**src/rtl/burst_seq_pkg.sv**
```systemverilog
package burst_seq_pkg;

  typedef enum logic {
    CMD_LOAD    = 1'b0,
    CMD_ADVANCE = 1'b1
  } step_cmd_e;

  typedef enum logic {
    ORDER_LINEAR     = 1'b0,
    ORDER_INTERLEAVE = 1'b1
  } burst_order_e;

endpackage

```
**src/rtl/burst_base_reg.sv**
```systemverilog
module burst_base_reg
  import burst_seq_pkg::*;
#(
  parameter int ADDR_W = 19
) (
  input  logic              clk,
  input  logic              rst,
  input  logic              clk_en,
  input  step_cmd_e         cmd,
  input  logic [ADDR_W-1:0] ext_addr,
  output logic [ADDR_W-1:0] base_q
);

  always_ff @(posedge clk) begin
    if (rst) begin
      base_q <= '0;
    end else if (clk_en && cmd == CMD_LOAD) begin
      base_q <= ext_addr;
    end
  end


  base_capture_chk: assert property (@(posedge clk) disable iff (rst)
    (clk_en && cmd == CMD_LOAD) |=> (base_q == $past(ext_addr)));


  base_stall_chk: assert property (@(posedge clk) disable iff (rst)
    (!clk_en) |=> $stable(base_q));

endmodule

```
**src/rtl/burst_beat_ctr.sv**
```systemverilog
module burst_beat_ctr
  import burst_seq_pkg::*;
#(
  parameter int BEAT_W = 2
) (
  input  logic              clk,
  input  logic              rst,
  input  logic              clk_en,
  input  step_cmd_e         cmd,
  output logic [BEAT_W-1:0] beat_q
);

  localparam logic [BEAT_W-1:0] LAST_BEAT = {BEAT_W{1'b1}};

  always_ff @(posedge clk) begin
    if (rst) begin
      beat_q <= '0;
    end else if (clk_en) begin
      if (cmd == CMD_LOAD) beat_q <= '0;
      else                 beat_q <= beat_q + BEAT_W'(1);
    end
  end


  beat_wrap_chk: assert property (@(posedge clk) disable iff (rst)
    (clk_en && cmd == CMD_ADVANCE && beat_q == LAST_BEAT) |=> (beat_q == '0));


  load_clear_chk: assert property (@(posedge clk) disable iff (rst)
    (clk_en && cmd == CMD_LOAD) |=> (beat_q == '0));


  beat_stall_chk: assert property (@(posedge clk) disable iff (rst)
    (!clk_en) |=> $stable(beat_q));

endmodule

```
**src/rtl/burst_order_map.sv**
```systemverilog
module burst_order_map
  import burst_seq_pkg::*;
#(
  parameter int BEAT_W = 2
) (
  input  logic [BEAT_W-1:0] start_lo,
  input  logic [BEAT_W-1:0] beat,
  input  burst_order_e      order,
  output logic [BEAT_W-1:0] lo_out
);

  logic [BEAT_W-1:0] lin_lo;
  logic [BEAT_W-1:0] ilv_lo;

  // Linear order: add and drop the carry, so the wrap stays inside the block.
  assign lin_lo = start_lo + beat;

  // Interleaved order: each low bit flips with the matching beat bit.
  for (genvar b = 0; b < BEAT_W; b++) begin : g_ilv_bit
    assign ilv_lo[b] = start_lo[b] ^ beat[b];
  end

  always_comb begin
    unique case (order)
      ORDER_INTERLEAVE: lo_out = ilv_lo;
      default:          lo_out = lin_lo;
    endcase
  end

endmodule

```
**src/rtl/burst_addr_seq.sv**
```systemverilog
module burst_addr_seq
  import burst_seq_pkg::*;
#(
  parameter int ADDR_W = 19,
  parameter int BEAT_W = 2
) (
  input  logic              clk,
  input  logic              rst,
  input  logic              clk_en,
  input  logic              adv_ld,
  input  logic              interleave,
  input  logic [ADDR_W-1:0] ext_addr,
  output logic [ADDR_W-1:0] addr_o,
  output logic [BEAT_W-1:0] beat_o
);

  localparam int UPPER_W = ADDR_W - BEAT_W;

  step_cmd_e         cmd;
  burst_order_e      order;
  logic [ADDR_W-1:0] base_q;
  logic [BEAT_W-1:0] beat_q;
  logic [BEAT_W-1:0] lo_addr;

  assign cmd   = step_cmd_e'(adv_ld);
  assign order = burst_order_e'(interleave);

  burst_base_reg #(.ADDR_W(ADDR_W)) i_base (
    .clk      (clk),
    .rst      (rst),
    .clk_en   (clk_en),
    .cmd      (cmd),
    .ext_addr (ext_addr),
    .base_q   (base_q)
  );

  burst_beat_ctr #(.BEAT_W(BEAT_W)) i_beat (
    .clk    (clk),
    .rst    (rst),
    .clk_en (clk_en),
    .cmd    (cmd),
    .beat_q (beat_q)
  );

  burst_order_map #(.BEAT_W(BEAT_W)) i_map (
    .start_lo (base_q[BEAT_W-1:0]),
    .beat     (beat_q),
    .order    (order),
    .lo_out   (lo_addr)
  );

  assign addr_o = {base_q[ADDR_W-1:BEAT_W], lo_addr};
  assign beat_o = beat_q;


  reset_zero_chk: assert property (@(posedge clk)
    rst |=> (addr_o == '0 && beat_o == '0));


  upper_hold_chk: assert property (@(posedge clk) disable iff (rst)
    (clk_en && adv_ld) |=> $stable(addr_o[ADDR_W-1:BEAT_W]));


  linear_step_chk: assert property (@(posedge clk) disable iff (rst)
    (clk_en && adv_ld && !interleave) ##1 (!interleave) |->
      (addr_o[BEAT_W-1:0] == BEAT_W'($past(addr_o[BEAT_W-1:0]) + BEAT_W'(1))));


  ilv_step_chk: assert property (@(posedge clk) disable iff (rst)
    (clk_en && adv_ld && interleave) ##1 interleave |->
      ((addr_o[BEAT_W-1:0] ^ $past(addr_o[BEAT_W-1:0])) == (beat_o ^ $past(beat_o))));

  // Keeps UPPER_W in use as a sanity bound on the parameters.
  initial begin
    upper_width_chk: assert (UPPER_W > 0);
  end

endmodule

```
**config.mk**
```make
export PLATFORM = sky130hd
export DESIGN_NAME = burst_addr_seq
export DESIGN_NICKNAME = d
export VERILOG_FILES = /design/src/rtl/burst_seq_pkg.sv /design/src/rtl/burst_base_reg.sv /design/src/rtl/burst_beat_ctr.sv /design/src/rtl/burst_order_map.sv /design/src/rtl/burst_addr_seq.sv
export SDC_FILE = /design/constraint.sdc
export NUM_CORES = 1
export LEC_CHECK = 0
export BUFFER_PORTS_ARGS = -buffer_cell sky130_fd_sc_hd__buf_2
export CAP_MARGIN = 0
export CELL_PAD_IN_SITES_DETAIL_PLACEMENT = 0
export CELL_PAD_IN_SITES_GLOBAL_PLACEMENT = 2
export CORE_MARGIN = 5
export CORE_UTILIZATION = 24
export DETAILED_ROUTE_END_ITERATION = 10
export HOLD_SLACK_MARGIN = 0.1
export PLACE_DENSITY_LB_ADDON = 0.1
export RECOVER_POWER = 25
export SLEW_MARGIN = 40
export SYNTH_ARGS = -nofsm -noshare
export SYNTH_HDL_FRONTEND = slang
export SYNTH_SLANG_ARGS = --single-unit
```
**constraint.sdc**
```tcl
create_clock -name clk -period 1 [get_ports clk]
set_clock_uncertainty 0.05 [all_clocks]
set_input_delay 0.05 -clock clk [delete_from_list [all_inputs] [get_ports clk]]
set_output_delay 0.05 -clock clk [all_outputs]
set_load 0.05 [all_outputs]
```
==> metrics.txt <==
routed length on met2=1171 um; Arr. time, crit path=between 1000 and 1500 ps; Reg2Reg Depth=5; port bufs=44; worst hold stages=4; Mapped Area=964.7 um2; Final ANT Viol Nets=0; Clock Sinks=21; outcome=finished, violations left; vias=between 800 and 900; # DRC=0; failing checks=setup timing; Worst R2R Start=i_beat.beat_q[0]; Worst slew margin=0.8242; Pwr per Cell Area=1281 nW/um2; R2R Setup Slk=-50 ps; Chip Width=73.40 um; Yosys warnings=0; slowest stage cell, crit path=dfxtp_2; CP Cell Sequence=ha_4 > nor2b_4 > xnor2_4 > buf_6; CP startpoint kind=flop; R2R Path End=i_beat.beat_q[0]; I/O pin cnt=45; min-delay src=clk_en; Syn Nets=140; Top delay family on crit path=flip-flops; sequential area share after synthesis=0.4358; GP Congestion=0.7268; initial antenna violation count=0; Yosys reg bits=21; Post-DP Area=~1200 um2; final worst path period share=1.315; GRT Residual Overflow=0; Core Box Area=~4000 um2; Min Clock Period, post-route=between 1000 and 1500 ps; std cell rows=23; first-pass GRT wire length=3719 um; Hold Path Sink=i_beat.beat_q[0]; worst min path class=input port to flop; Finished Cell Area=1496 um2; Area contributors post-synth=dfxtp_1 (44%), buf_4 (16%), nand2_1 (15%), a21oi_2 (9.1%), a21oi_1 (5.7%); area leader, netlist=dfxtp_1; Max stage delay on crit path=360 ps; Setup WS post-layout=-314.6 ps; clock tree buffer depth=2; CTS clk-pin slew, worst paths=80 ps; Slew Limit Fails=0; FMAX=760.7 MHz; largest net degree at the start of global routing=22; Crit. Startpoint=i_base.base_q[0]; vias in the first global route=867; count of different cell masters after synthesis=17; Post-Syn Instances=about 120; TritonCTS Buffers=3; pre-CTS setup slack=-184.9 ps; die height=73.40 um; top layer in use=met4; Final nets=197; Final Hold Viols=0; Final Power=around 1.9 mW; Area growth syn-to-layout=55.12%; Slew @ Worst Pin=263.7 ps; Clock Latency Late Sink=about 260 ps; hpwl dp=1634 um; CTS tree=yes; metal3 WL=178 um; H-tree levels=1; global-route total usage across every layer=0.08960; Max FO, Critical Path=2; Synth top area share=0.4358; ANT cells=0; Routed WL per cell=10.72 um; Worst VDD drop=449.9 uV; RSZ-0062 raised after global routing=yes; DRT iter0 DRCs=17; Syn Area/Cell=8.388 um2; Max Cap Violations=0; clock root buffer=clkbuf_8; Routed WL=2370 um; critical path class=flop to output port; M1 WL=1003 um; Die ar.=5388 um2; CP Buf/Inv Count=1; Vias/cell=3.882; Detailed Routing Iterations Pass 1=3; final setup vio count=4; leakage dissipation=0.6502 nW; share of cells above drive strength 1=0.3918; Worst Setup End Kind=output port; Required @ worst endpoint=about 900 ps; initial core utilization=0.2447
through the flow:
stage / utilization / std cells / TNS (ps) / hold slack [ps]
floorplan: - / 115 / -151.5 / 69.07
global placement: 0.3024 / 194 / -153.6 / 243.6
detailed placement: 0.3024 / 194 / -184.9 / 247.3
CTS: 0.3773 / 220 / -472.0 / 128.5
global route: 0.3796 / 221 / -811.9 / 196.9
finish: 0.3796 / 221 / -578.7 / 134.3
how the worst max path moves through the flow:
stage | cells past startpoint | to | slack (ps)
2_1_floorplan | 3 | addr_o[1] | -150
3_3_place_gp | 4 | addr_o[1] | -150
3_5_place_dp | 4 | addr_o[1] | -180
4_1_cts | 4 | addr_o[1] | -330
5_1_grt | 4 | addr_o[1] | -370
6_report | 4 | addr_o[1] | -310
routing by layer:
metal	GRT usage	up-vias
met2	0.1609	24
met4	0.03622	0
met1	0.09967	370
met3	0.02326	2
met5	0	-
li1	-	462
worst reg2reg max path, delay by kind of cell (launching register included):
kind | cells | cell delay (ps)
AND/OR/NAND/NOR | 2 | 220
buffers and inverters | 2 | 200
AO/OA/AOI/OAI | 1 | 110
flip-flops | 1 | 360
state kept, by name, summed over array words and instances (netlist names):
name	count
i_base.base_q	19
i_beat.beat_q	2
cells in the final DEF (no fill, tap or decap):
cell / instances
and3b_1: 1
dfxtp_2: 1
clkbuf_1: 1
inv_1: 1
dfxtp_1: 18
nor2b_1: 2
buf_6: 3
dlygate4sd3_1: 22
buf_8: 3
clkbuf_8: 3
ha_4: 1
nor2b_4: 1
xnor2_1: 1
xnor2_4: 1
buf_2: 33
dfxtp_4: 2
nor2_1: 1
o21ai_1: 1
a21oi_2: 5
buf_4: 7
nand2b_1: 1
nand2_1: 38
a21oi_1: 16
clkbuf_4: 7
nand4b_1: 1
kinds of logic after synthesis:
kind of cell    Yosys count  share of synthesized area
xor+xnor                  2                    0.01816
flops                    21                     0.4358
buf+inv                  24                     0.1842
compound gates           22                     0.1530
simple gates             45                     0.1959
fa+ha+maj                 1                    0.01297
synth_stat cells (all sizes together):
library cell and count:
a21oi 21, and3b 1, buf 22, clkbuf 1, dfxtp 21, ha 1, inv 1, nand2 38
nand2b 1, nand4b 1, nor2 1, nor2b 3, o21ai 1, xnor2 2
layout make-up:
cell class                 instances  area, um2
tap                               50      62.56
fill                             406       2446
inverter                           1      3.754
sequential                        21      429.2
timing repair buffer              75      569.3
multi-input combinational         70      386.6
clock buffer                       4      45.04
what timing repair did:
item | 4_1_cts | 5_1_grt
endpoints found under the setup margin | 4 | 12
endpoints found under the hold margin | 21 | 0
setup buffers | 0 | 1
hold buffers | 22 | 0
pin swaps | 1 | 1
resized for setup | 10 | 12
power breakdown:
| part | leakage [nW] | switching [mW] | total (mW) | internal, mW |
|---|---|---|---|---|
| Combinational | 0.454 | 0.266 | 0.472 | 0.206 |
| Clock | 0.0228 | 0.270 | 0.554 | 0.283 |
| Sequential | 0.174 | 0.0201 | 0.891 | 0.871 |
(Power assumes the default switching activity.)
